## config.mk

```make
export PLATFORM = sky130hd
export DESIGN_NAME = sgd_walker
export DESIGN_NICKNAME = d
export VERILOG_FILES = /design/src/rtl/sgd_pkg.sv /design/src/rtl/sgd_flag_decode.sv /design/src/rtl/sgd_fetch.sv /design/src/rtl/sgd_walker.sv
export SDC_FILE = /design/constraint.sdc
export NUM_CORES = 1
export LEC_CHECK = 0
export ABC_CLOCK_PERIOD_IN_PS = 4200
export BUFFER_PORTS_ARGS = -buffer_cell sky130_fd_sc_hd__buf_2
export CORE_MARGIN = 1.5
export CORE_UTILIZATION = 55
export CTS_BUF_LIST = sky130_fd_sc_hd__clkbuf_4 sky130_fd_sc_hd__clkbuf_8 sky130_fd_sc_hd__clkbuf_16
export DETAILED_ROUTE_END_ITERATION = 10
export PLACE_DENSITY = 0.87
export SLEW_MARGIN = 15
export SYNTH_ARGS = -nofsm -noshare
export SYNTH_HDL_FRONTEND = slang
export SYNTH_SLANG_ARGS = --single-unit
```

## constraint.sdc

```tcl
create_clock -name clk -period 4.2 [get_ports clk]
set_input_delay 0.84 -clock clk [delete_from_list [all_inputs] [get_ports clk]]
set_output_delay 0.84 -clock clk [all_outputs]
set_load 0.01 [all_outputs]
```

## src/rtl/sgd_pkg.sv

```systemverilog
package sgd_pkg;
    localparam int WORD_W = 32;
    localparam int LEN_W  = 16;
    localparam int SEG_W  = LEN_W + 1;

    localparam logic [1:0] ACT_XFER = 2'b10;
    localparam logic [1:0] ACT_NOP  = 2'b00;

    typedef enum logic [1:0] {W_IDLE, W_FETCH, W_SEG} walk_st_e;
    typedef enum logic [1:0] {F_IDLE, F_REQ, F_WAIT} fetch_st_e;
endpackage

```

## src/rtl/sgd_flag_decode.sv

```systemverilog
module sgd_flag_decode
    import sgd_pkg::*;
(
    input  logic [3:0]       flags,   // {action[1:0], end, valid}
    input  logic [LEN_W-1:0] len_raw,
    output logic             is_valid,
    output logic             is_end,
    output logic             is_xfer,
    output logic             bad_act,
    output logic [SEG_W-1:0] seg_len
);
    always_comb begin
        is_valid = flags[0];
        is_end   = flags[1];
        is_xfer  = (flags[3:2] == ACT_XFER);
        bad_act  = (flags[3:2] != ACT_XFER) && (flags[3:2] != ACT_NOP);
        // zero encodes the full 64 KiB span
        seg_len  = (len_raw == '0) ? SEG_W'(1) << LEN_W : {1'b0, len_raw};
    end
endmodule

```

## src/rtl/sgd_fetch.sv

```systemverilog
module sgd_fetch
    import sgd_pkg::*;
#(
    parameter int ADDR_W = 64
) (
    input  logic              clk,
    input  logic              rst_n,
    input  logic              go,
    input  logic [ADDR_W-1:0] go_addr,
    input  logic              wide,
    output logic              rd_req_valid,
    output logic [ADDR_W-1:0] rd_req_addr,
    input  logic              rd_req_ready,
    input  logic              rd_rsp_valid,
    input  logic [WORD_W-1:0] rd_rsp_data,
    output logic              desc_valid,
    output logic [3:0]        desc_flags,
    output logic [LEN_W-1:0]  desc_len,
    output logic [ADDR_W-1:0] desc_addr
);
    typedef struct packed {
        fetch_st_e         st;
        logic [ADDR_W-1:0] base;
        logic [1:0]        idx;
        logic [3:0]        flags;
        logic [LEN_W-1:0]  len;
        logic [WORD_W-1:0] alo;
        logic [WORD_W-1:0] ahi;
        logic              dvalid;
    } fetch_t;

    fetch_t r_q, r_d;
    logic [1:0]  last_idx;
    logic [63:0] full_addr;

    always_comb begin
        last_idx = wide ? 2'd2 : 2'd1;
        r_d = r_q;
        r_d.dvalid = 1'b0;
        unique case (r_q.st)
            F_IDLE: if (go) begin
                r_d.base = go_addr;
                r_d.idx  = '0;
                r_d.st   = F_REQ;
            end
            F_REQ: if (rd_req_ready) r_d.st = F_WAIT;
            F_WAIT: if (rd_rsp_valid) begin
                unique case (r_q.idx)
                    2'd0: begin
                        r_d.flags = {rd_rsp_data[5:4], rd_rsp_data[1:0]};
                        r_d.len   = rd_rsp_data[31:16];
                    end
                    2'd1:    r_d.alo = rd_rsp_data;
                    default: r_d.ahi = rd_rsp_data;
                endcase
                if (r_q.idx == last_idx) begin
                    r_d.dvalid = 1'b1;
                    r_d.st     = F_IDLE;
                end else begin
                    r_d.idx = r_q.idx + 2'd1;
                    r_d.st  = F_REQ;
                end
            end
            default: r_d.st = F_IDLE;
        endcase
    end

    always_ff @(posedge clk or negedge rst_n) begin
        if (!rst_n) begin
            r_q <= '0;
        end else begin
            r_q <= r_d;
        end
    end

    assign rd_req_valid = (r_q.st == F_REQ);
    assign rd_req_addr  = r_q.base + ADDR_W'({r_q.idx, 2'b00});
    assign full_addr    = {wide ? r_q.ahi : '0, r_q.alo};
    assign desc_valid   = r_q.dvalid;
    assign desc_flags   = r_q.flags;
    assign desc_len     = r_q.len;
    assign desc_addr    = full_addr[ADDR_W-1:0];

    AST_REQ_HOLD: assert property (@(posedge clk) disable iff (!rst_n)
        rd_req_valid && !rd_req_ready |=> rd_req_valid && $stable(rd_req_addr))
        else $error("request dropped or moved before acceptance");
endmodule

```

## src/rtl/sgd_walker.sv

```systemverilog
module sgd_walker
    import sgd_pkg::*;
#(
    parameter int ADDR_W = 64
) (
    input  logic              clk,
    input  logic              rst_n,
    input  logic              start,
    input  logic              wide_mode,
    input  logic [31:0]       base_lo,
    input  logic [31:0]       base_hi,
    output logic              rd_req_valid,
    output logic [ADDR_W-1:0] rd_req_addr,
    input  logic              rd_req_ready,
    input  logic              rd_rsp_valid,
    input  logic [31:0]       rd_rsp_data,
    output logic              seg_valid,
    output logic [ADDR_W-1:0] seg_addr,
    output logic [16:0]       seg_len,
    input  logic              seg_ready,
    output logic              busy,
    output logic              done,
    output logic              err
);
    localparam logic [ADDR_W-1:0] STEP_NARROW = ADDR_W'(8);
    localparam logic [ADDR_W-1:0] STEP_WIDE   = ADDR_W'(12);

    typedef struct packed {
        walk_st_e          st;
        logic              wide;
        logic [ADDR_W-1:0] ptr;
        logic              seg_valid;
        logic [ADDR_W-1:0] seg_addr;
        logic [SEG_W-1:0]  seg_len;
        logic              last;
        logic              done;
        logic              err;
    } walk_t;

    walk_t r_q, r_d;

    logic [63:0]       base64;
    logic [ADDR_W-1:0] base, nxt_ptr, go_addr;
    logic              go;
    logic              d_valid;
    logic [3:0]        d_flags;
    logic [LEN_W-1:0]  d_len;
    logic [ADDR_W-1:0] d_addr;
    logic              is_valid, is_end, is_xfer, bad_act;
    logic [SEG_W-1:0]  dec_len;

    assign base64  = {base_hi, base_lo};
    assign base    = base64[ADDR_W-1:0];
    assign nxt_ptr = r_q.ptr + (r_q.wide ? STEP_WIDE : STEP_NARROW);

    sgd_fetch #(.ADDR_W(ADDR_W)) u_fetch (
        .clk         (clk),
        .rst_n       (rst_n),
        .go          (go),
        .go_addr     (go_addr),
        .wide        (r_q.wide),
        .rd_req_valid(rd_req_valid),
        .rd_req_addr (rd_req_addr),
        .rd_req_ready(rd_req_ready),
        .rd_rsp_valid(rd_rsp_valid),
        .rd_rsp_data (rd_rsp_data),
        .desc_valid  (d_valid),
        .desc_flags  (d_flags),
        .desc_len    (d_len),
        .desc_addr   (d_addr)
    );

    sgd_flag_decode u_dec (
        .flags   (d_flags),
        .len_raw (d_len),
        .is_valid(is_valid),
        .is_end  (is_end),
        .is_xfer (is_xfer),
        .bad_act (bad_act),
        .seg_len (dec_len)
    );

    always_comb begin
        r_d     = r_q;
        r_d.done = 1'b0;
        r_d.err  = 1'b0;
        go      = 1'b0;
        go_addr = nxt_ptr;
        unique case (r_q.st)
            W_IDLE: if (start) begin
                if (base[2:0] != 3'b000) begin
                    r_d.err = 1'b1;
                end else begin
                    r_d.ptr  = base;
                    r_d.wide = wide_mode;
                    go       = 1'b1;
                    go_addr  = base;
                    r_d.st   = W_FETCH;
                end
            end
            W_FETCH: if (d_valid) begin
                if (!is_valid || bad_act || (is_xfer && d_addr[1:0] != 2'b00)) begin
                    r_d.err = 1'b1;
                    r_d.st  = W_IDLE;
                end else if (is_xfer) begin
                    r_d.seg_valid = 1'b1;
                    r_d.seg_addr  = d_addr;
                    r_d.seg_len   = dec_len;
                    r_d.last      = is_end;
                    r_d.st        = W_SEG;
                end else if (is_end) begin
                    r_d.done = 1'b1;
                    r_d.st   = W_IDLE;
                end else begin
                    r_d.ptr = nxt_ptr;
                    go      = 1'b1;
                end
            end
            W_SEG: if (seg_ready) begin
                r_d.seg_valid = 1'b0;
                if (r_q.last) begin
                    r_d.done = 1'b1;
                    r_d.st   = W_IDLE;
                end else begin
                    r_d.ptr = nxt_ptr;
                    go      = 1'b1;
                    r_d.st  = W_FETCH;
                end
            end
            default: r_d.st = W_IDLE;
        endcase
    end

    always_ff @(posedge clk or negedge rst_n) begin
        if (!rst_n) begin
            r_q <= '0;
        end else begin
            r_q <= r_d;
        end
    end

    assign seg_valid = r_q.seg_valid;
    assign seg_addr  = r_q.seg_addr;
    assign seg_len   = r_q.seg_len;
    assign busy      = (r_q.st != W_IDLE);
    assign done      = r_q.done;
    assign err       = r_q.err;

    AST_SEG_HOLD: assert property (@(posedge clk) disable iff (!rst_n)
        seg_valid && !seg_ready |=> seg_valid && $stable(seg_addr) && $stable(seg_len))
        else $error("segment changed before acceptance");
    AST_SEG_ALIGNED: assert property (@(posedge clk) disable iff (!rst_n)
        seg_valid |-> seg_addr[1:0] == 2'b00)
        else $error("misaligned segment offered");
    AST_SEG_LEN_RANGE: assert property (@(posedge clk) disable iff (!rst_n)
        seg_valid |-> (seg_len != '0) && (seg_len <= 17'h10000))
        else $error("segment length out of range");
    AST_DONE_ONE_CYCLE: assert property (@(posedge clk) disable iff (!rst_n)
        done |=> !done && !busy)
        else $error("done not a single pulse");
    AST_DONE_NO_SEG: assert property (@(posedge clk) disable iff (!rst_n)
        done |-> !seg_valid)
        else $error("done while segment pending");
    AST_NO_READ_IDLE: assert property (@(posedge clk) disable iff (!rst_n)
        !busy |-> !rd_req_valid)
        else $error("read issued while idle");
endmodule

```

# == Word level (Yosys, flattened, before mapping) ==
# Cells that the tools add are included.
# op_classes
addsub,3
n_eq_ne,22
mux,56
bitwise,3
n_reduce_logical,28
# op_table
cell,count
64-bit 2-to-1 mux,6
64-bit one-hot mux with 3 select lines,1
149-bit 2-to-1 mux,1
148-bit 2-to-1 mux,1
67-bit 2-to-1 mux,2
64-bit by 4-bit adder with 64-bit output,2
32-bit 2-to-1 mux,3
87-bit 2-to-1 mux,1
83-bit 2-to-1 mux,1
68-bit 2-to-1 mux,1
65-bit 2-to-1 mux,1
2-bit != test (second input constant),12
20-bit 2-to-1 mux,1
1-bit 2-to-1 mux,19
2-bit 2-to-1 mux,9
17-bit 2-to-1 mux,1
16-bit zero test,1
3-bit AND reduction,5
2-bit one-hot mux with 3 select lines,2
5-bit AND reduction,2
2-bit nonzero test,5
9-bit AND reduction,1
4-bit AND reduction,2
2-bit by 1-bit == test with 1-bit output (second input constant),3
17 further kinds,29
# totals
reg_bits,305
input_bits,103
out_inout_bits,150
elab_cells,129

# == Logic depth before layout (Yosys ltp) ==
# Gate-level depths: netlist of the first run.
# logic_depth
word_depth,9
mapped_depth,11
ltp_nobuf,9

# == Hierarchy ==
# A second synthesis of the first run with hierarchy kept.
# unflattened
hier_cells,1811
hier_area_um2,18073.6
# modules_own_cells
mod,n_inst,cells_per_inst,area_each_um2,seq_area_each_um2
sgd_walker,1,1145,10239.8,3803.6
sgd_fetch,1,641,7714.9,3828.7
sgd_flag_decode,1,25,118.9,0.0

# == Worst setup path before layout of the first run ==
# No wires, ideal clock.
# synth_timing
path_type,register -> output
startpoint,register u_fetch.r_q[85] (netlist bit)
endpoint,output port rd_req_addr[58]
t_arrival_ns,2.632
required_ns,3.360
path_slack_ns,0.728
path_stages_with_launch,9
path_buffers,0
cell_sequence,dfrtp_1 > ha_1 > inv_1 > fa_1 > nor4_1 > nand4_1 > nand2b_1 > nor3_1 > xor2_1
# synth_via
elab_chain_len,1
# synth_rtl
element,line_no,source
from (decl),sgd_fetch.sv:32,"fetch_t r_q, r_d;"
from (signal assigned),sgd_fetch.sv:72,r_q <= r_d;
64-bit by 4-bit adder with 64-bit output,sgd_fetch.sv:77,"assign rd_req_addr = r_q.base + ADDR_W'({r_q.idx, 2'b00});"
to (decl),sgd_walker.sv:13,"output logic [ADDR_W-1:0] rd_req_addr,"
# No other way between the ends.

# == Final worst setup path of the first run ==
# layout_timing
startpoint,register u_fetch.r_q[85] (netlist bit)
endpoint,output port rd_req_addr[52]
# The elaborated chain is that of the path after synthesis.

==> metrics.txt, run 1 <==
# TYPE chip_impl_metric gauge
chip_impl_metric{name="place_congestion",unit=""} 0.950
chip_impl_metric{name="design.die.area",unit="mm^2"} 0.0310
chip_impl_metric{name="synth.distinct_cells",unit=""} 65
chip_impl_metric{name="hold_viol_final",unit=""} 0
chip_impl_metric{name="wirelength_routed",unit="um"} 47100
chip_impl_metric{name="grt_util_all_layers",unit=""} 0.298
chip_impl_info{name="synth_most_common_cell",value="dfrtp_1"} 1
chip_impl_metric{name="placed_cell_area",unit="mm^2"} 0.0175
chip_impl_info{name="synth.largest_area_cell",value="dfrtp_1"} 1
chip_impl_metric{name="drive_gt1_frac",unit=""} 0.266
chip_impl_metric{name="setup_total_negative_slack",unit="ns"} 0
chip_impl_metric{name="finalCoreUtilization",unit=""} 0.634
chip_impl_metric{name="layout_min_cycle_time",unit="ns"} 4.03
chip_impl_metric{name="vias_per_cell",unit=""} 6.26
chip_impl_info{name="cp-start-kind",value="flop"} 1
chip_impl_metric{name="floorplan.core_area",unit="mm^2"} 0.0296
chip_impl_metric{name="port_buffers",unit=""} 252
chip_impl_metric{name="ios",unit=""} 253
chip_impl_metric{name="route.vias.total",unit=""} 14300
chip_impl_metric{name="clock_tree.buffer_depth",unit=""} 3
chip_impl_metric{name="cts.clk_slew.worst_paths",unit="ns"} 0.06
chip_impl_metric{name="leakage_power_summed_over_all_cells",unit="nW"} 8.58
chip_impl_metric{name="rows",unit=""} 63
chip_impl_metric{name="power_density_relative_to_cell_area",unit="mW/mm^2"} 568
chip_impl_metric{name="clk_latency",unit="ns"} 0.53
chip_impl_metric{name="ff_latch_area",unit="mm^2"} 0.00763
chip_impl_metric{name="worst-endpoint-required",unit="ns"} 3.36
chip_impl_metric{name="synth_fp_nets",unit=""} 1854
chip_impl_metric{name="grt_overflow_total",unit=""} 0
chip_impl_metric{name="design_area",unit="mm^2"} 0.0187
chip_impl_info{name="yosys-top-cells-area",value="dfrtp_1 46%, mux2_2 8.9%, o21ai_0 5.6%"} 1
chip_impl_metric{name="ctsHoldBuffers",unit=""} 0
chip_impl_info{name="worstHoldPathType",value="primary input to asynchronous set/reset pin"} 1
chip_impl_info{name="synth_top_flop_cell",value="dfrtp_1"} 1
chip_impl_info{name="cts_tree",value="yes"} 1
chip_impl_metric{name="initial_antenna_violation_count",unit=""} 3
chip_impl_metric{name="first_global_vias",unit=""} 13700
chip_impl_metric{name="synth_area",unit="mm^2"} 0.0165
chip_impl_metric{name="seq_total_area_yosys",unit=""} 0.463
chip_impl_metric{name="grt_first_pass_wirelength",unit="um"} 73300
chip_impl_metric{name="ys_async_sr_fraction",unit=""} 1.00
chip_impl_metric{name="ys_warn_count",unit=""} 0
chip_impl_metric{name="tritoncts.num_buffers",unit=""} 34
chip_impl_metric{name="max-slew-margin-rel",unit=""} 0.190
chip_impl_metric{name="cts.htree.levels",unit=""} 2
chip_impl_metric{name="setup_viol",unit=""} 0
chip_impl_metric{name="postSynthRegisterBits",unit=""} 305
chip_impl_metric{name="synth_enable_flop_cells",unit=""} 0
chip_impl_metric{name="area_growth",unit="%"} 13.6
chip_impl_metric{name="slew_viol_final",unit=""} 0
chip_impl_info{name="run_status",value="finished clean"} 1
chip_impl_info{name="unrepaired_setup_endpoints_after_global_routing",value="no"} 1
chip_impl_metric{name="r2r_cells",unit=""} 9
chip_impl_metric{name="finalClockSkew",unit="ns"} 0.0230
chip_impl_metric{name="drt_first_pass_iters",unit=""} 6
chip_impl_metric{name="synth_largest_type_area_fraction",unit=""} 0.463
chip_impl_metric{name="tritoncts_num_sinks",unit=""} 305
chip_impl_metric{name="worstPathArrival",unit="ns"} 3.19
chip_impl_metric{name="drc",unit=""} 0
chip_impl_metric{name="ant_nets",unit=""} 0
chip_impl_metric{name="num-nets-final",unit=""} 1979
chip_impl_metric{name="die_height",unit="um"} 176
chip_impl_metric{name="syn_inst",unit=""} 1740
chip_impl_info{name="synth_commonest_cells",value="305 x dfrtp_1, 224 x nand2_1, 186 x o21ai_0, 131 x mux2_2, 88 x clkbuf_1"} 1
chip_impl_metric{name="maxCapViolCount",unit=""} 0
chip_impl_info{name="setup.worst_path.class",value="flop to output port"} 1
chip_impl_metric{name="critPathMaxFanout",unit=""} 7
chip_impl_metric{name="fillCellCount",unit=""} 2301
chip_impl_metric{name="multiInputGateArea",unit="mm^2"} 0.00775
chip_impl_metric{name="max_freq",unit="GHz"} 0.248
chip_impl_metric{name="min_period_over_period",unit=""} 0.960
chip_impl_metric{name="initial_utilization",unit=""} 0.558
chip_impl_metric{name="maximum_number_of_pins_on_one_net_before_global_route_repair",unit=""} 92
chip_impl_metric{name="hpwlAfterDp",unit="um"} 31900
chip_impl_metric{name="detail_route.wl_per_cell",unit="um"} 20.6
chip_impl_metric{name="transition_time_at_the_pin_with_the_least_slew_margin",unit="ns"} 1.20
chip_impl_info{name="end_kind",value="output port"} 1
chip_impl_metric{name="avgSynthCellArea",unit="um^2"} 9.48
chip_impl_info{name="clock-root-buffer",value="clkbuf_16"} 1
chip_impl_metric{name="vdd.ir_drop.worst",unit="mV"} 0.303
chip_impl_metric{name="drtIter0Drc",unit=""} 1782
chip_impl_metric{name="die_w",unit="um"} 176
-- cells by family (layout without fill, tap and decap cells) --
family,count (synthesis),in the layout,share of synthesized area
DFF,305,305,0.463
buffers and inverters,227,377,0.0719
adders and majority gates,11,11,0.00880
and+or+nand+nor,602,602,0.181
other,0,2,0
xor gates and xnor gates,98,98,0.0520
muxes,133,133,0.0907
AOI/OAI and AO/OA,364,364,0.133
-- registers in the layout (all words and copies together), names as in the netlist --
register / cells
r_q: 68
err: 1
u_fetch.desc_addr: 32
done: 1
u_fetch.desc_len: 16
seg_valid: 1
seg_addr: 64
u_fetch.desc_flags: 4
seg_len: 17
u_fetch.r_q: 100
u_fetch.desc_valid: 1
-- stage by stage --
step / hold slack (ns) / std cells / setup WS [ns] / power [mW]
floorplan: 0.445 / 1740 / 0.728 / 6.29
global placement: 0.457 / 2218 / 0.500 / 7.23
detailed placement: 0.465 / 2218 / 0.371 / 7.43
CTS: 0.337 / 2280 / 0.0345 / 10.6
global route: 0.354 / 2282 / 0.00263 / 11.2
finish: 0.277 / 2282 / 0.170 / 10.6
-- per-layer routing --
layer,up-vias,wire length [um],share of wire,GRT usage
met5,-,11,0.00023,0
met4,2,2470,0.053,0.153
met3,182,4260,0.090,0.0586
met2,819,22400,0.48,0.486
met1,6942,17900,0.38,0.377
li1,6333,-,-,-
-- path summary, 6_finish.rpt --
| kind | startpoint | slack [ns] | end |
|---|---|---|---|
| setup reg to reg | r_q[87] | 0.90 | u_fetch.r_q[147] |
| hold reg to reg | r_q[87] | 0.48 | r_q[87] |
| hold / removal | rst_n | 0.28 | u_fetch.r_q[16] |
| setup / recovery | u_fetch.r_q[85] | 0.17 | rd_req_addr[52] |
| min in group clk | r_q[87] | 0.48 | r_q[87] |
| max in group asynchronous | rst_n | 2.79 | u_fetch.r_q[9] |
-- power by group --
part / switching (mW) / total, mW / internal [mW]
Sequential: 0.867 / 4.60 / 3.73
Combinational: 1.62 / 2.88 / 1.26
Clock: 1.26 / 3.17 / 1.91
Total: 3.74 / 10.6 / 6.90
-- repair_timing --
item	in CTS	in global routing
buffers inserted	1	0
endpoints found under the setup margin	6	5
pin swaps	1	0
gates resized for setup	3	3
-- layout make-up --
cell class	count	share of cell area
Antenna cell	2	0.000267
Clock buffer	48	0.0547
Clock inverter	13	0.0102
Inverter	34	0.00681
Multi-Input combinational cell	1208	0.414
Sequential cell	305	0.408
Tap cell	390	0.0261
Timing Repair Buffer	282	0.0806
-- cells in the final DEF (no fill, tap or decap), types with 34 or more instances in the layout --
cell and n:
xnor2_1 78, nand3_1 71, nor3_1 41, buf_2 251, clkbuf_16 34, nand2_1 224, o21ai_0 185, nor2_1 81
a21oi_1 52, mux2_2 131, dfrtp_1 304, nand4_1 40
-- critical path, cell delays in order, from the launching register on --
cell and delay (ns):
dfrtp_2 0.41, ha_1 0.19, inv_1 0.06, fa_2 0.40
nor4_2 0.29, buf_4 0.22, nand4_1 0.11, buf_4 0.19
inv_2 0.16, nand3_1 0.11, xnor2_1 0.31, buf_2 0.20
(Power assumes the default switching activity.)
==> run 2: changes to the inputs <==
--- a/config.mk
+++ b/config.mk
@@ -11,6 +11,7 @@
 export CORE_UTILIZATION = 55
 export CTS_BUF_LIST = sky130_fd_sc_hd__clkbuf_4 sky130_fd_sc_hd__clkbuf_8 sky130_fd_sc_hd__clkbuf_16
 export DETAILED_ROUTE_END_ITERATION = 10
+export MAX_ROUTING_LAYER = met4
 export PLACE_DENSITY = 0.87
 export SLEW_MARGIN = 15
 export SYNTH_ARGS = -nofsm -noshare
==> run 2 against run 1 <==
  * Non-clock buffer count rose by 2
  * Clock skew rose by 0.00068 ns
  * Wire length rose by 0.96%
  * Largest power group unchanged
  * Highest routed layer is now met4
  * Via count rose by 0.24%
  * Critical path type unchanged
  * Die area did not move
  * Largest cell class unchanged
  * Global-route usage rose by 1.3 points
==> metrics.txt, run 2 (synthesis results as in run 1) <==
# TYPE chip_impl_metric gauge
chip_impl_info{name="run_status",value="finished clean"} 1
chip_impl_info{name="unrepaired_setup_endpoints_after_global_routing",value="no"} 1
chip_impl_metric{name="rows",unit=""} 63
chip_impl_metric{name="leakage_power_summed_over_all_cells",unit="nW"} 8.59
chip_impl_metric{name="die_w",unit="um"} 176
chip_impl_metric{name="grt_overflow_total",unit=""} 0
chip_impl_metric{name="vdd.ir_drop.worst",unit="mV"} 0.336
chip_impl_metric{name="cp_slowest_stage_delay",unit="ns"} 0.55
chip_impl_metric{name="worstPathArrival",unit="ns"} 3.20
chip_impl_metric{name="drtIter0Drc",unit=""} 1469
chip_impl_info{name="largest-register",value="u_fetch.r_q"} 1
chip_impl_metric{name="clk_latency",unit="ns"} 0.53
chip_impl_info{name="setup.worst_path.class",value="flop to output port"} 1
chip_impl_info{name="cts_tree",value="yes"} 1
chip_impl_metric{name="clock_tree.buffer_depth",unit=""} 3
chip_impl_metric{name="power_switching_share",unit=""} 0.355
chip_impl_metric{name="port_buffers",unit=""} 252
chip_impl_metric{name="ctsHoldBuffers",unit=""} 0
chip_impl_metric{name="drc",unit=""} 0
chip_impl_metric{name="power.internal",unit="mW"} 6.84
chip_impl_metric{name="design.die.area",unit="mm^2"} 0.0310
chip_impl_metric{name="power_density_relative_to_cell_area",unit="mW/mm^2"} 565
chip_impl_metric{name="drt_first_pass_iters",unit=""} 6
chip_impl_metric{name="initial_utilization",unit=""} 0.558
chip_impl_info{name="cp-start-kind",value="flop"} 1
chip_impl_metric{name="ant_nets",unit=""} 0
chip_impl_metric{name="max_freq",unit="GHz"} 0.248
chip_impl_metric{name="die_height",unit="um"} 176
chip_impl_metric{name="maxCapViolCount",unit=""} 0
chip_impl_metric{name="grt_first_pass_wirelength",unit="um"} 74000
chip_impl_metric{name="slew_viol_final",unit=""} 0
chip_impl_info{name="cp_slowest_cell",value="nor4b_2"} 1
chip_impl_metric{name="setup_viol",unit=""} 0
chip_impl_info{name="final_cell_mix",value="304 x dfrtp_1, 251 x buf_2, 224 x nand2_1"} 1
chip_impl_metric{name="total_switching_power",unit="mW"} 3.76
chip_impl_metric{name="ff_latch_area",unit="mm^2"} 0.00763
chip_impl_metric{name="cts.htree.levels",unit=""} 2
chip_impl_metric{name="layout_min_cycle_time",unit="ns"} 4.04
chip_impl_info{name="worstHoldPathType",value="primary input to asynchronous set/reset pin"} 1
chip_impl_metric{name="cts.clk_slew.worst_paths",unit="ns"} 0.06
chip_impl_metric{name="max-slew-margin-rel",unit=""} 0.268
chip_impl_metric{name="min_period_over_period",unit=""} 0.962
chip_impl_metric{name="tritoncts.num_buffers",unit=""} 34
chip_impl_metric{name="tritoncts_num_sinks",unit=""} 305
chip_impl_metric{name="finalClockSkew",unit="ns"} 0.0237
chip_impl_info{name="end_kind",value="output port"} 1
chip_impl_metric{name="vias_per_cell",unit=""} 6.26
chip_impl_info{name="top_layer_used",value="met4"} 1
chip_impl_metric{name="hpwlAfterDp",unit="um"} 32400
chip_impl_metric{name="grt_util_all_layers",unit=""} 0.310
chip_impl_metric{name="critical_path.n_buffers_inverters",unit=""} 2
chip_impl_metric{name="hold_viol_final",unit=""} 0
chip_impl_metric{name="transition_time_at_the_pin_with_the_least_slew_margin",unit="ns"} 1.10
chip_impl_metric{name="share_comb_of_total_power",unit=""} 0.274
chip_impl_metric{name="initial_antenna_violation_count",unit=""} 3
chip_impl_metric{name="place_congestion",unit=""} 0.941
chip_impl_metric{name="first_global_vias",unit=""} 13800
chip_impl_metric{name="power_frac_clock",unit=""} 0.291
chip_impl_metric{name="detail_route_met3_wl",unit="um"} 4180
chip_impl_metric{name="area_growth",unit="%"} 13.8
chip_impl_metric{name="detail_route.wl_per_cell",unit="um"} 20.8
chip_impl_info{name="cp_common_cell",value="nand4_1"} 1
chip_impl_metric{name="largest_register_ffs",unit=""} 100
chip_impl_metric{name="power.total",unit="mW"} 10.6
chip_impl_metric{name="ios",unit=""} 253
chip_impl_metric{name="wl_met2",unit="um"} 22900
chip_impl_metric{name="drive_gt1_frac",unit=""} 0.267
chip_impl_metric{name="route.vias.total",unit=""} 14300
chip_impl_info{name="clock-root-buffer",value="clkbuf_16"} 1
chip_impl_metric{name="setup_total_negative_slack",unit="ns"} 0
chip_impl_metric{name="fillCellCount",unit=""} 2294
chip_impl_metric{name="num-nets-final",unit=""} 1981
chip_impl_info{name="worstPathCellList",value="ha_1, a21o_1, nor4b_2, nand4_1, nor2b_1, buf_4, nand4_1, xnor2_1, buf_2"} 1
chip_impl_metric{name="reg_power_frac",unit=""} 0.434
chip_impl_metric{name="drt-met1-wl",unit="um"} 17900
chip_impl_info{name="final_common_cell",value="dfrtp_1"} 1
chip_impl_info{name="timing.critical_path.max_delay_family",value="simple AND/OR/NAND/NOR gates"} 1
chip_impl_metric{name="wirelength_routed",unit="um"} 47500
chip_impl_metric{name="maximum_number_of_pins_on_one_net_before_global_route_repair",unit=""} 117
chip_impl_metric{name="critPathMaxFanout",unit=""} 9
chip_impl_metric{name="worst-endpoint-required",unit="ns"} 3.36
chip_impl_metric{name="floorplan.core_area",unit="mm^2"} 0.0296
chip_impl_metric{name="multiInputGateArea",unit="mm^2"} 0.00775
==> run 2: cell types whose count changed in the layout (fill, tap and decap cells not counted), moves of 2 or more <==
cell       previous run  this run
buf_12                1         4
diode_2               2         5
bufinv_16             3         1
inv_16                0         2
clkbuf_8             11        13
==> run 2: what timing repair did <==
| item | CTS | global route |
|---|---|---|
| setup buffers | 1 | 1 |
| resized for setup | 4 | 2 |
| endpoints found under the setup margin | 6 | 11 |
| pin swaps | 1 | 0 |
==> run 2: final timing paths <==
kind | end | slack (ns) | from | cells past startpoint
hold reg to reg | seg_addr[36] | 0.48 | seg_addr[36] | 2
min in group clk | seg_addr[36] | 0.48 | seg_addr[36] | 2
hold / removal | seg_addr[47] | 0.36 | rst_n | 1
max in group asynchronous | seg_addr[61] | 2.73 | rst_n | 2
setup reg to reg | u_fetch.r_q[118] | 0.94 | u_fetch.desc_flags[3] | 5
setup / recovery | rd_req_addr[49] | 0.16 | u_fetch.r_q[86] | 9
==> run 2: routing by layer <==
metal  global-route usage  up-vias
met1                0.378     6974
met4                0.161        0
li1                     -     6353
met5                    -        -
met3               0.0523      172
met2                0.497      813
==> run 2: final cells by class <==
cell class,instances,share of cell area
multi-input combinational,1208,0.413
sequential,305,0.407
timing repair buffer,284,0.0832
clock buffer,51,0.0565
tap,390,0.0260
inverter,34,0.00680
clock inverter,11,0.00660
antenna,5,0.000667
==> run 2: power groups by stage <==
stage	registers, mW	logic [mW]	clock network (mW)
after detailed placement	4.60	2.87	0
after global placement	4.52	2.73	0
final	4.60	2.91	3.09
after global routing	4.69	3.18	3.24
after CTS	4.57	2.90	3.12
after floorplan	4.29	2.01	0
==> run 2: worst register-to-register path, stage by stage, from the launching register on <==
cell and delay [ns]:
dfrtp_1 0.42, or4b_2 0.74, o21ai_0 0.42, o21a_1 0.54, nand2_1 0.65, o211ai_1 0.40
==> run 2: through the flow <==
stage	cells	hold slack, ns	util	setup WS [ns]	cell area (um^2)
2_1_floorplan	1740	0.445	-	0.728	16500
3_3_place_gp	2219	0.458	0.593	0.493	17500
3_5_place_dp	2219	0.466	0.593	0.403	17500
4_1_cts	2282	0.414	0.634	0.0902	18700
5_1_grt	2286	0.436	0.634	0.0102	18800
6_report	2288	0.362	0.635	0.160	18800
